**config.mk**
```make
export PLATFORM = sky130hd
export DESIGN_NAME = crc_group_check
export DESIGN_NICKNAME = d
export VERILOG_FILES = /design/src/rtl/crc_pkg.sv /design/src/rtl/crc_byte_step.sv /design/src/rtl/crc_state_reg.sv /design/src/rtl/crc_group_check.sv
export SDC_FILE = /design/constraint.sdc
export NUM_CORES = 1
export LEC_CHECK = 0
export CAP_MARGIN = 10
export CORE_MARGIN = 1.5
export CORE_UTILIZATION = 47
export DETAILED_ROUTE_END_ITERATION = 6
export PLACE_DENSITY = 0.78
export SLEW_MARGIN = 10
export SYNTH_ARGS = -nofsm -noshare
export SYNTH_HDL_FRONTEND = slang
export SYNTH_SLANG_ARGS = --single-unit
```
**constraint.sdc**
```tcl
create_clock -name clk_i -period 1.6 [get_ports clk_i]
set_input_delay 0.32 -clock clk_i [delete_from_list [all_inputs] [get_ports clk_i]]
set_output_delay 0.32 -clock clk_i [all_outputs]
set_load 0.1 [all_outputs]
```
**src/rtl/crc_pkg.sv**
```systemverilog
package crc_pkg;
  localparam int unsigned CRC_W  = 16;
  localparam int unsigned BYTE_W = 8;
  localparam logic [CRC_W-1:0] CRC_POLY = 16'h1021;
  localparam logic [CRC_W-1:0] CRC_INIT = 16'h0000;
  typedef logic [CRC_W-1:0]  crc_t;
  typedef logic [BYTE_W-1:0] byte_t;
endpackage

```
**src/rtl/crc_byte_step.sv**
```systemverilog
module crc_byte_step #(
  parameter int unsigned CRC_W  = crc_pkg::CRC_W,
  parameter int unsigned BYTE_W = crc_pkg::BYTE_W,
  parameter logic [CRC_W-1:0] POLY = crc_pkg::CRC_POLY
) (
  input  logic [CRC_W-1:0]  crc_i,
  input  logic [BYTE_W-1:0] data_i,
  output logic [CRC_W-1:0]  crc_o
);
  localparam int unsigned TOP = CRC_W - 1;

  // all BYTE_W serial shifts unrolled into one combinational step
  always_comb begin
    logic [CRC_W-1:0] c;
    logic fb;
    c = crc_i;
    for (int i = BYTE_W - 1; i >= 0; i--) begin
      fb = c[TOP] ^ data_i[i];
      c  = {c[TOP-1:0], 1'b0} ^ (fb ? POLY : '0);
    end
    crc_o = c;
  end
endmodule

```
**src/rtl/crc_state_reg.sv**
```systemverilog
module crc_state_reg #(
  parameter int unsigned CRC_W = crc_pkg::CRC_W,
  parameter logic [CRC_W-1:0] INIT = crc_pkg::CRC_INIT
) (
  input  logic             clk_i,
  input  logic             rst_ni,
  input  logic             clear_i,
  input  logic             load_i,
  input  logic [CRC_W-1:0] next_i,
  output logic [CRC_W-1:0] crc_q_o
);
  always_ff @(posedge clk_i or negedge rst_ni) begin
    if (!rst_ni)      crc_q_o <= INIT;
    else if (clear_i) crc_q_o <= INIT;
    else if (load_i)  crc_q_o <= next_i;
  end

  AST_IDLE_HOLD: assert property (@(posedge clk_i) disable iff (!rst_ni)
    (!clear_i && !load_i) |=> $stable(crc_q_o));
  AST_CLEAR_LOADS_INIT: assert property (@(posedge clk_i) disable iff (!rst_ni)
    clear_i |=> (crc_q_o == INIT));
endmodule

```
**src/rtl/crc_group_check.sv**
```systemverilog
module crc_group_check #(
  parameter int unsigned CRC_W  = crc_pkg::CRC_W,
  parameter int unsigned BYTE_W = crc_pkg::BYTE_W,
  parameter logic [CRC_W-1:0] POLY = crc_pkg::CRC_POLY,
  parameter logic [CRC_W-1:0] INIT = crc_pkg::CRC_INIT
) (
  input  logic              clk_i,
  input  logic              rst_ni,
  input  logic [BYTE_W-1:0] byte_i,
  input  logic              byte_valid_i,
  input  logic              clear_i,
  output logic              pass_o,
  output logic [CRC_W-1:0]  crc_o
);
  logic [CRC_W-1:0] crc_q;
  logic [CRC_W-1:0] crc_next;

  crc_byte_step #(.CRC_W(CRC_W), .BYTE_W(BYTE_W), .POLY(POLY)) u_step (
    .crc_i (crc_q),
    .data_i(byte_i),
    .crc_o (crc_next)
  );

  crc_state_reg #(.CRC_W(CRC_W), .INIT(INIT)) u_reg (
    .clk_i  (clk_i),
    .rst_ni (rst_ni),
    .clear_i(clear_i),
    .load_i (byte_valid_i),
    .next_i (crc_next),
    .crc_q_o(crc_q)
  );

  assign crc_o  = crc_q;
  assign pass_o = ~|crc_q;

  AST_CLEAR_GIVES_PASS: assert property (@(posedge clk_i) disable iff (!rst_ni)
    clear_i |=> pass_o);
  AST_ZERO_BYTE_KEEPS_ZERO: assert property (@(posedge clk_i) disable iff (!rst_ni)
    (byte_valid_i && !clear_i && pass_o && byte_i == '0) |=> pass_o);
  AST_NONZERO_BYTE_FAILS: assert property (@(posedge clk_i) disable iff (!rst_ni)
    (byte_valid_i && !clear_i && pass_o && byte_i != '0) |=> !pass_o);
endmodule

```
==> Word level (Yosys, flattened, before mapping) <==
Cells that the tools add are included.
{ "word_totals": {"mem_bits_ro": 0, "ram_bits": 0, "regBits": 16, "input_bits": 12, "word_cells": 30, "out_inout_bits": 17, "latchBits": 0, "mem_count": 0} }
{ "classes": {"multipliers": 0, "n_div": 0, "n_shift": 0, "n_bitwise": 16, "n_eq_ne": 0, "add_sub_neg": 0, "n_reduce_logical": 3, "n_mux": 10, "order_cmp": 0} }
{ "op_table": {"columns": ["cell", "count"], "rows": [
  ["bitwise XOR 16 bit", 8],
  ["2-to-1 mux 13 bit", 8],
  ["2-to-1 mux 16 bit", 2],
  ["OR reduction 16 bit", 1],
  ["bitwise XOR 1 bit", 8],
  ["nonzero test 2 bit", 1],
  ["logical NOT 1 bit", 1]
]} }

==> Depth between registers and ports, before layout <==
Gate-level depths: netlist (run 1).
{ "depth": {"word_depth": 26, "mapped_depth": 4, "depth_no_buf": 3} }

==> Hierarchy <==
Synthesis (run 1) repeated with hierarchy kept, for this count alone.
{ "hier_totals": {"cells_unflattened": 82, "area_unflattened_um2": 1082.3} }
{ "by_module_without_submodules": {"columns": ["mod", "seq_area_each_um2", "area_per_inst_um2", "n_inst", "cells_per_inst"], "rows": [
  ["crc_state_reg", 400.4, 660.6, 1, 52],
  ["crc_byte_step", 0.0, 387.9, 1, 25],
  ["crc_group_check", 0.0, 33.8, 1, 5]
]} }

==> Worst setup path before layout (run 1) <==
Ideal clock, no wire load.
{ "synth_path": {"path_kind": "flip-flop to output port", "from": "register u_reg.crc_q_o[13]", "to": "output pass_o", "required_time_ps": 1280, "path_stages_with_launch": 4, "n_path_buf": 1, "slack_ps": -804, "arrival_ps": 2084, "path_cell_list": "dfrtp_1 clkbuf_2 nor4_1 and4_1"} }
{ "synth_via": {"elab_chain_cells": 2} }
{ "synth_lines": {"columns": ["item", "line", "text"], "rows": [
  ["start, declared", "crc_state_reg.sv:10", "output logic [CRC_W-1:0] crc_q_o"],
  ["start signal, assigned", "crc_state_reg.sv:15", "else if (load_i) crc_q_o <= next_i;"],
  ["OR reduction 16 bit", "crc_group_check.sv:34", "assign pass_o = ~|crc_q;"],
  ["logical NOT 1 bit", "crc_group_check.sv:34", null],
  ["end, declared", "crc_group_check.sv:12", "output logic pass_o,"]
]} }
Every way passes these cells.

==> Worst setup path after layout (run 1) <==
{ "layout_path": {"from": "register u_reg.crc_q_o[6]", "to": "output pass_o"} }
Same word-level chain as after synthesis.

==> metrics.cfg, run 1 <==
[yosys]
syn-num-nets=96
synthFlopType=dfrtp_1
synth_top_cell_area_share_pct=36.78
yosys-top-cells-count=dfrtp_1 (16), nor2_1 (11), xnor2_1 (8)
yosysSeqAreaShare_pct=36.78
synth_edf_count=0
yosys-top-cells-area=dfrtp_1 (37%), xnor3_1 (14%), xor3_1 (8.7%)
yosysWarnings=0
synth-seq-cells=16
netlist_area_sq_um=1089
yosys.area.top_type=dfrtp_1
syn_avg_cell_area_sq_um=12.96
synthCells=84
synthArstFlopShare_pct=100.0
yosysUniqueCellTypes=19
synth.most_common_cell=dfrtp_1

[routing]
via_per_inst=5.653
drt_first_pass_iters=4
totalWireLength_um=3775
vias=961
drt_iter0_markers=24
drc_errors=0
wire_per_inst_um=22.21
ant_nets=0

[timing]
setup_viol=2
finalHoldViolCount=0
skew_ps=9.832
rsz0062_at_grt=yes
max_freq_ghz=0.5456
tightestPinTransition_ps=269.4
layout_setup_ws_ps=-232.9
period_needed_ps=1833
maxSlewViolCount=0
fin_crit_sh_pct=114.6
max-slew-margin-rel_pct=81.93

[floorplanning]
start_util_pct=49.69
coreArea_sq_um=2191
io-pin-count=29
die-area_sq_um=2614
die_h_um=51.13
num_rows=17
die_w_um=51.13

[global_route]
grt_max_degree=26
grt_pass1_wl_um=5326
track_usage_pct=29.67
overflow=0
grt_pass1_vias=991
antenna_found_initial=0

[cells_and_area]
nFillCells=61
biggestRegsByFlops=u_reg.crc_q_o (16)
regArea_sq_um=425.4
multi_input_area_sq_um=822.0
final_nets=155
largest_register=u_reg.crc_q_o
largest_register_ff_count=16
num_antenna_cells=0
finalCoreUtilization_pct=92.63
final_layout_size_suffix_gt1_share_pct=61.97
syn2layout_area_growth_pct=86.44

[pwr]
seqPwrFrac_pct=17.3
combPwrFrac_pct=75.5
clock_power_share_pct=7.2
power_density_nw_per_um2=1972
switching_share_pct=46.32
p_int_mw=2.149
power_switching_mw=1.854
power_leakage_nw=0.9004
peakVddDrop_mv=1.437

[critical_path]
path_class=flop to primary output
cpLargestDelayFamily=simple AND/OR/NAND/NOR gates
cp.required_ps=1280
cp-start-kind=flop
reg2reg_from=u_reg.crc_q_o[13]
cp_max_fo=2
crit_slowest_cell=dfrtp_2
slowest_delay_ps=450
critPathBufInv=1
cp-startpoint=u_reg.crc_q_o[6]
path_cells=nor4_4 -> and4_4 -> buf_12
end_kind=primary output
critPathArrivalTime_ps=1510

[clock_network]
cts.path.max_buffers=2
cts-root-buf=clkbuf_4
htree_levels=1
cts.sinks=16
clkTransAtPathRegs_ps=110
clkLatencyLatePin_ps=310
cts_buffers=3
cts_tree=yes
hold_buffers=0

[run_status]
status=finished, violations left
violations=setup timing

[run]
maxCapViolCount=0

[placed_design]
io_buffers=28
place_ws_ps=-279.5
dp_hpwl_um=2198
place_congestion=0.8086

[hold_path]
hp-class=input pin to async pin

[kinds of logic (layout without fill, tap and decap cells)]
logic type	Yosys count	after routing	share of synthesized area [%]
DFF	16	16	36.78
muxes	3	3	2.759
AOI/OAI and AO/OA	13	13	8.850
and+or+nand+nor	22	22	10.46
buffers and inverters	5	63	2.184
xor gates and xnor gates	25	25	38.97
[layout by cell type, fill, tap and decap left out, types with 2 or more instances in the layout]
cell type | Yosys | routed
xnor2_2 | 4 | 4
buf_4 | 0 | 27
nor2_1 | 11 | 11
mux2i_1 | 3 | 3
clkbuf_4 | 0 | 3
buf_12 | 0 | 18
clkdlybuf4s50_1 | 0 | 11
a211oi_1 | 7 | 4
xor3_1 | 4 | 4
dfrtp_2 | 0 | 14
nor4_4 | 0 | 3
nand2b_1 | 5 | 5
xnor2_1 | 8 | 4
a211oi_2 | 1 | 4
xnor2_4 | 0 | 4
xnor3_1 | 7 | 7
buf_6 | 0 | 2
o22ai_1 | 5 | 4
dfrtp_4 | 0 | 2
[power by group through the flow]
| stage | Combinational (mW) | Clock [mW] | Sequential [mW] |
|---|---|---|---|
| final | 3.02 | 0.286 | 0.693 |
| after global routing | 3.11 | 0.303 | 0.704 |
| after CTS | 2.76 | 0.284 | 0.676 |
| after detailed placement | 2.57 | 0 | 0.708 |
| after global placement | 2.51 | 0 | 0.698 |
| after floorplan | 0.921 | 0 | 1.44 |
[through the flow]
stage          cell area, sq um  cells  setup TNS (ps)  hold slack [ps]  total power, mW
2_1_floorplan              1150     84          -314.2            24.41            2.363
3_3_place_gp               1780    157           -1187            631.4            3.209
3_5_place_dp               1780    157           -1912            643.6            3.274
4_1_cts                    1913    166          -275.3            334.1            3.717
5_1_grt                    2029    170          -425.8            353.2            4.113
6_report                   2029    170          -336.8            335.8            4.002
[area by class of cell]
type | count | share of cell area [%]
multi-input cells | 63 | 40.51
repair buffers | 59 | 35.02
flip-flops and latches | 16 | 20.96
clock buffers | 4 | 1.788
well taps | 28 | 1.726
[per-layer routing]
layer	vias to the layer above	global-route usage (%)	part of all wire (%)
met5	-	0	0
met4	0	9.910	3.4
met3	13	4.386	6.0
met2	55	52.81	52
met1	475	36.76	39
li1	418	-	-
[repair_timing]
action | 4_1_cts | 5_1_grt
pin swaps | 2 | 10
setup buffers | 5 | 4
hold endpoints to repair | 0 | 0
endpoints found under the setup margin | 1 | 9
resized for setup | 8 | 13
gates cloned | 0 | 0
[worst paths after layout]
path / end / slack [ps] / cells after the start
max in group asynchronous: u_reg.crc_q_o[13] / 1040 / 2
worst min register to register: u_reg.crc_q_o[4] / 680 / 2
worst min-delay path: u_reg.crc_q_o[11] / 340 / 2
worst max-delay path: pass_o / -230 / 3
worst max register to register: u_reg.crc_q_o[6] / -100 / 5
min in group clk_i: u_reg.crc_q_o[4] / 680 / 2
(Power assumes the default switching activity.)
==> inputs of run 2 (changes only) <==
--- a/config.mk
+++ b/config.mk
@@ -9,6 +9,7 @@
 export CORE_MARGIN = 1.5
 export CORE_UTILIZATION = 47
 export DETAILED_ROUTE_END_ITERATION = 6
+export HOLD_SLACK_MARGIN = 0.12
 export PLACE_DENSITY = 0.78
 export SLEW_MARGIN = 10
 export SYNTH_ARGS = -nofsm -noshare
==> constraint.sdc (replaced) <==
create_clock -name clk_i -period 1.95 [get_ports clk_i]
set_input_delay 0.39 -clock clk_i [delete_from_list [all_inputs] [get_ports clk_i]]
set_output_delay 0.39 -clock clk_i [all_outputs]
set_load 0.1 [all_outputs]
==> run 2 against run 1 <==
  * The run now ends clean
  * Sequential share of layout area grew 3.4 points
  * Die area is the same
  * Global-route usage shrank 9.1 points
  * Critical path depth is the same
  * Flip-flop and latch count is the same
  * Count of clock-buffer cells in the layout is the same
  * First-iteration DRC count shrank 54%
  * Clock power shrank 21%
  * Critical endpoint unchanged
==> metrics.cfg, run 2 (synthesis gave the netlist of run 1 again) <==
[placed_design]
io_buffers=28
dp_hpwl_um=1772
dpl_cell_area_sq_um=1582
place_congestion=0.7717

[critical_path]
critPathArrivalTime_ps=1520
cp_max_fo=5
end_kind=primary output
cp.required_ps=1560
r2r_cells=3
cp-start-kind=flop
path_class=flop to primary output

[cells_and_area]
final_layout_size_suffix_gt1_share_pct=36.97
design_area_sq_um=1670
biggestRegsByFlops=u_reg.crc_q_o (16)
final_cell_mix=buf_12 (16), nor2_1 (11), clkdlybuf4s50_1 (11), dfrtp_1 (11), buf_4 (9)
num_antenna_cells=0
largest_register_ff_count=16
final_nets=132
syn2layout_area_growth_pct=53.45
largest_register=u_reg.crc_q_o
mostFrequentLayoutCell=buf_12

[clock_network]
cts.path.max_buffers=2
cts_tree=yes
cts_buffers=3
cts-root-buf=clkbuf_4
htree_levels=1
cts.sinks=16
clkLatencyLatePin_ps=290
clkTransAtPathRegs_ps=110
hold_buffers=0

[routing]
vias=781
drt_first_pass_iters=4
drc_errors=0
wire_per_inst_um=16.71
ant_nets=0
drt_iter0_markers=11
via_per_inst=5.313
totalWireLength_um=2456

[floorplanning]
die-area_sq_um=2614
io-pin-count=29
die_h_um=51.13
start_util_pct=49.69
num_rows=17
coreArea_sq_um=2191
die_w_um=51.13

[pwr]
combPwrFrac_pct=69.1
power_density_nw_per_um2=1634
power_leakage_nw=0.7505
peakVddDrop_mv=1.030
seqPwrFrac_pct=22.6
clock_power_share_pct=8.3
switching_share_pct=47.20
p_int_mw=1.442
power_switching_mw=1.289

[global_route]
overflow=0
track_usage_pct=20.53
antenna_found_initial=0
grt_max_degree=26
grt_pass1_wl_um=3933
grt_pass1_vias=820

[timing]
skew_ps=11.27
setup_viol=0
finalHoldViolCount=0
max-slew-margin-rel_pct=71.57
maxSlewViolCount=0
period_needed_ps=1911
tightestPinTransition_ps=423.5
rsz0062_at_grt=no
fin_crit_sh_pct=98.00
tns_ps=0
max_freq_ghz=0.5233

[run]
maxCapViolCount=0

[run_status]
status=completed

[hold_path]
hp-class=input pin to async pin

-- run 2: cell count changes in the layout (fill, tap and decap cells not counted), moves of 2 or more --
cell      before  now
a211oi_1       4    7
a211oi_2       4    1
buf_12        18   16
buf_4         27    9
buf_6          2    0
dfrtp_1        0   11
dfrtp_2       14    5
dfrtp_4        2    0
nor4_4         3    1
xnor2_1        4    8
xnor2_4        4    0
-- run 2: path summary, 6_finish.rpt --
check | endpoint | slack (ps) | startpoint
worst max-delay path | pass_o | 40 | u_reg.crc_q_o[15]
worst min-delay path | u_reg.crc_q_o[5] | 410 | rst_ni
worst max register to register | u_reg.crc_q_o[5] | 430 | u_reg.crc_q_o[12]
worst min register to register | u_reg.crc_q_o[0] | 640 | u_reg.crc_q_o[0]
max in group asynchronous | u_reg.crc_q_o[11] | 1320 | rst_ni
min in group clk_i | u_reg.crc_q_o[0] | 640 | u_reg.crc_q_o[0]
-- run 2: area by class of cell --
type / count / area (sq um)
Clock buffer: 4 / 36.28
Fill cell: 136 / 520.5
Multi-Input combinational cell: 63 / 694.4
Timing Repair Buffer: 36 / 498.0
Tap cell: 28 / 35.03
Sequential cell: 16 / 406.6
-- run 2: what timing repair did --
action | CTS | global route
gates resized for setup | 1 | 5
endpoints found under the setup margin | 1 | 1
pin swaps | 0 | 0
setup buffers | 0 | 3
cloned | 0 | 0
-- run 2: per-stage QoR --
stage / total power [mW] / instances / utilization (%) / setup slack, ps / hold slack, ps
2_1_floorplan: 1.884 / 84 / - / -30.19 / 94.41
3_3_place_gp: 2.423 / 140 / 72.19 / 106.8 / 609.5
3_5_place_dp: 2.453 / 140 / 72.19 / 31.60 / 647.0
4_1_cts: 2.696 / 144 / 74.13 / 5.228 / 415.0
5_1_grt: 2.829 / 147 / 76.24 / 0.06317 / 442.3
6_report: 2.730 / 147 / 76.24 / 38.94 / 413.7
-- run 2: power by group through the flow --
| stage | sequential [mW] | combinational (mW) | clock (mW) |
|---|---|---|---|
| 4_1_cts | 0.608 | 1.85 | 0.234 |
| 6_report | 0.617 | 1.89 | 0.227 |
| 2_1_floorplan | 1.15 | 0.733 | 0 |
| 3_5_place_dp | 0.609 | 1.84 | 0 |
| 3_3_place_gp | 0.603 | 1.82 | 0 |
| 5_1_grt | 0.634 | 1.96 | 0.240 |
-- run 2: worst max-delay path, cell delays in order, from the launching register on --
cell and delay, ps:
dfrtp_2 500, nor4_1 290, and4_4 270, buf_12 170
-- run 2: routing by layer --
metal / global-route usage, % / up-vias / share of wire (%)
li1: - / 372 / -
met1: 29.61 / 382 / 44
met2: 32.90 / 23 / 51
met3: 1.754 / 4 / 4.0
met4: 6.757 / 0 / 1.3
met5: 0 / - / 0
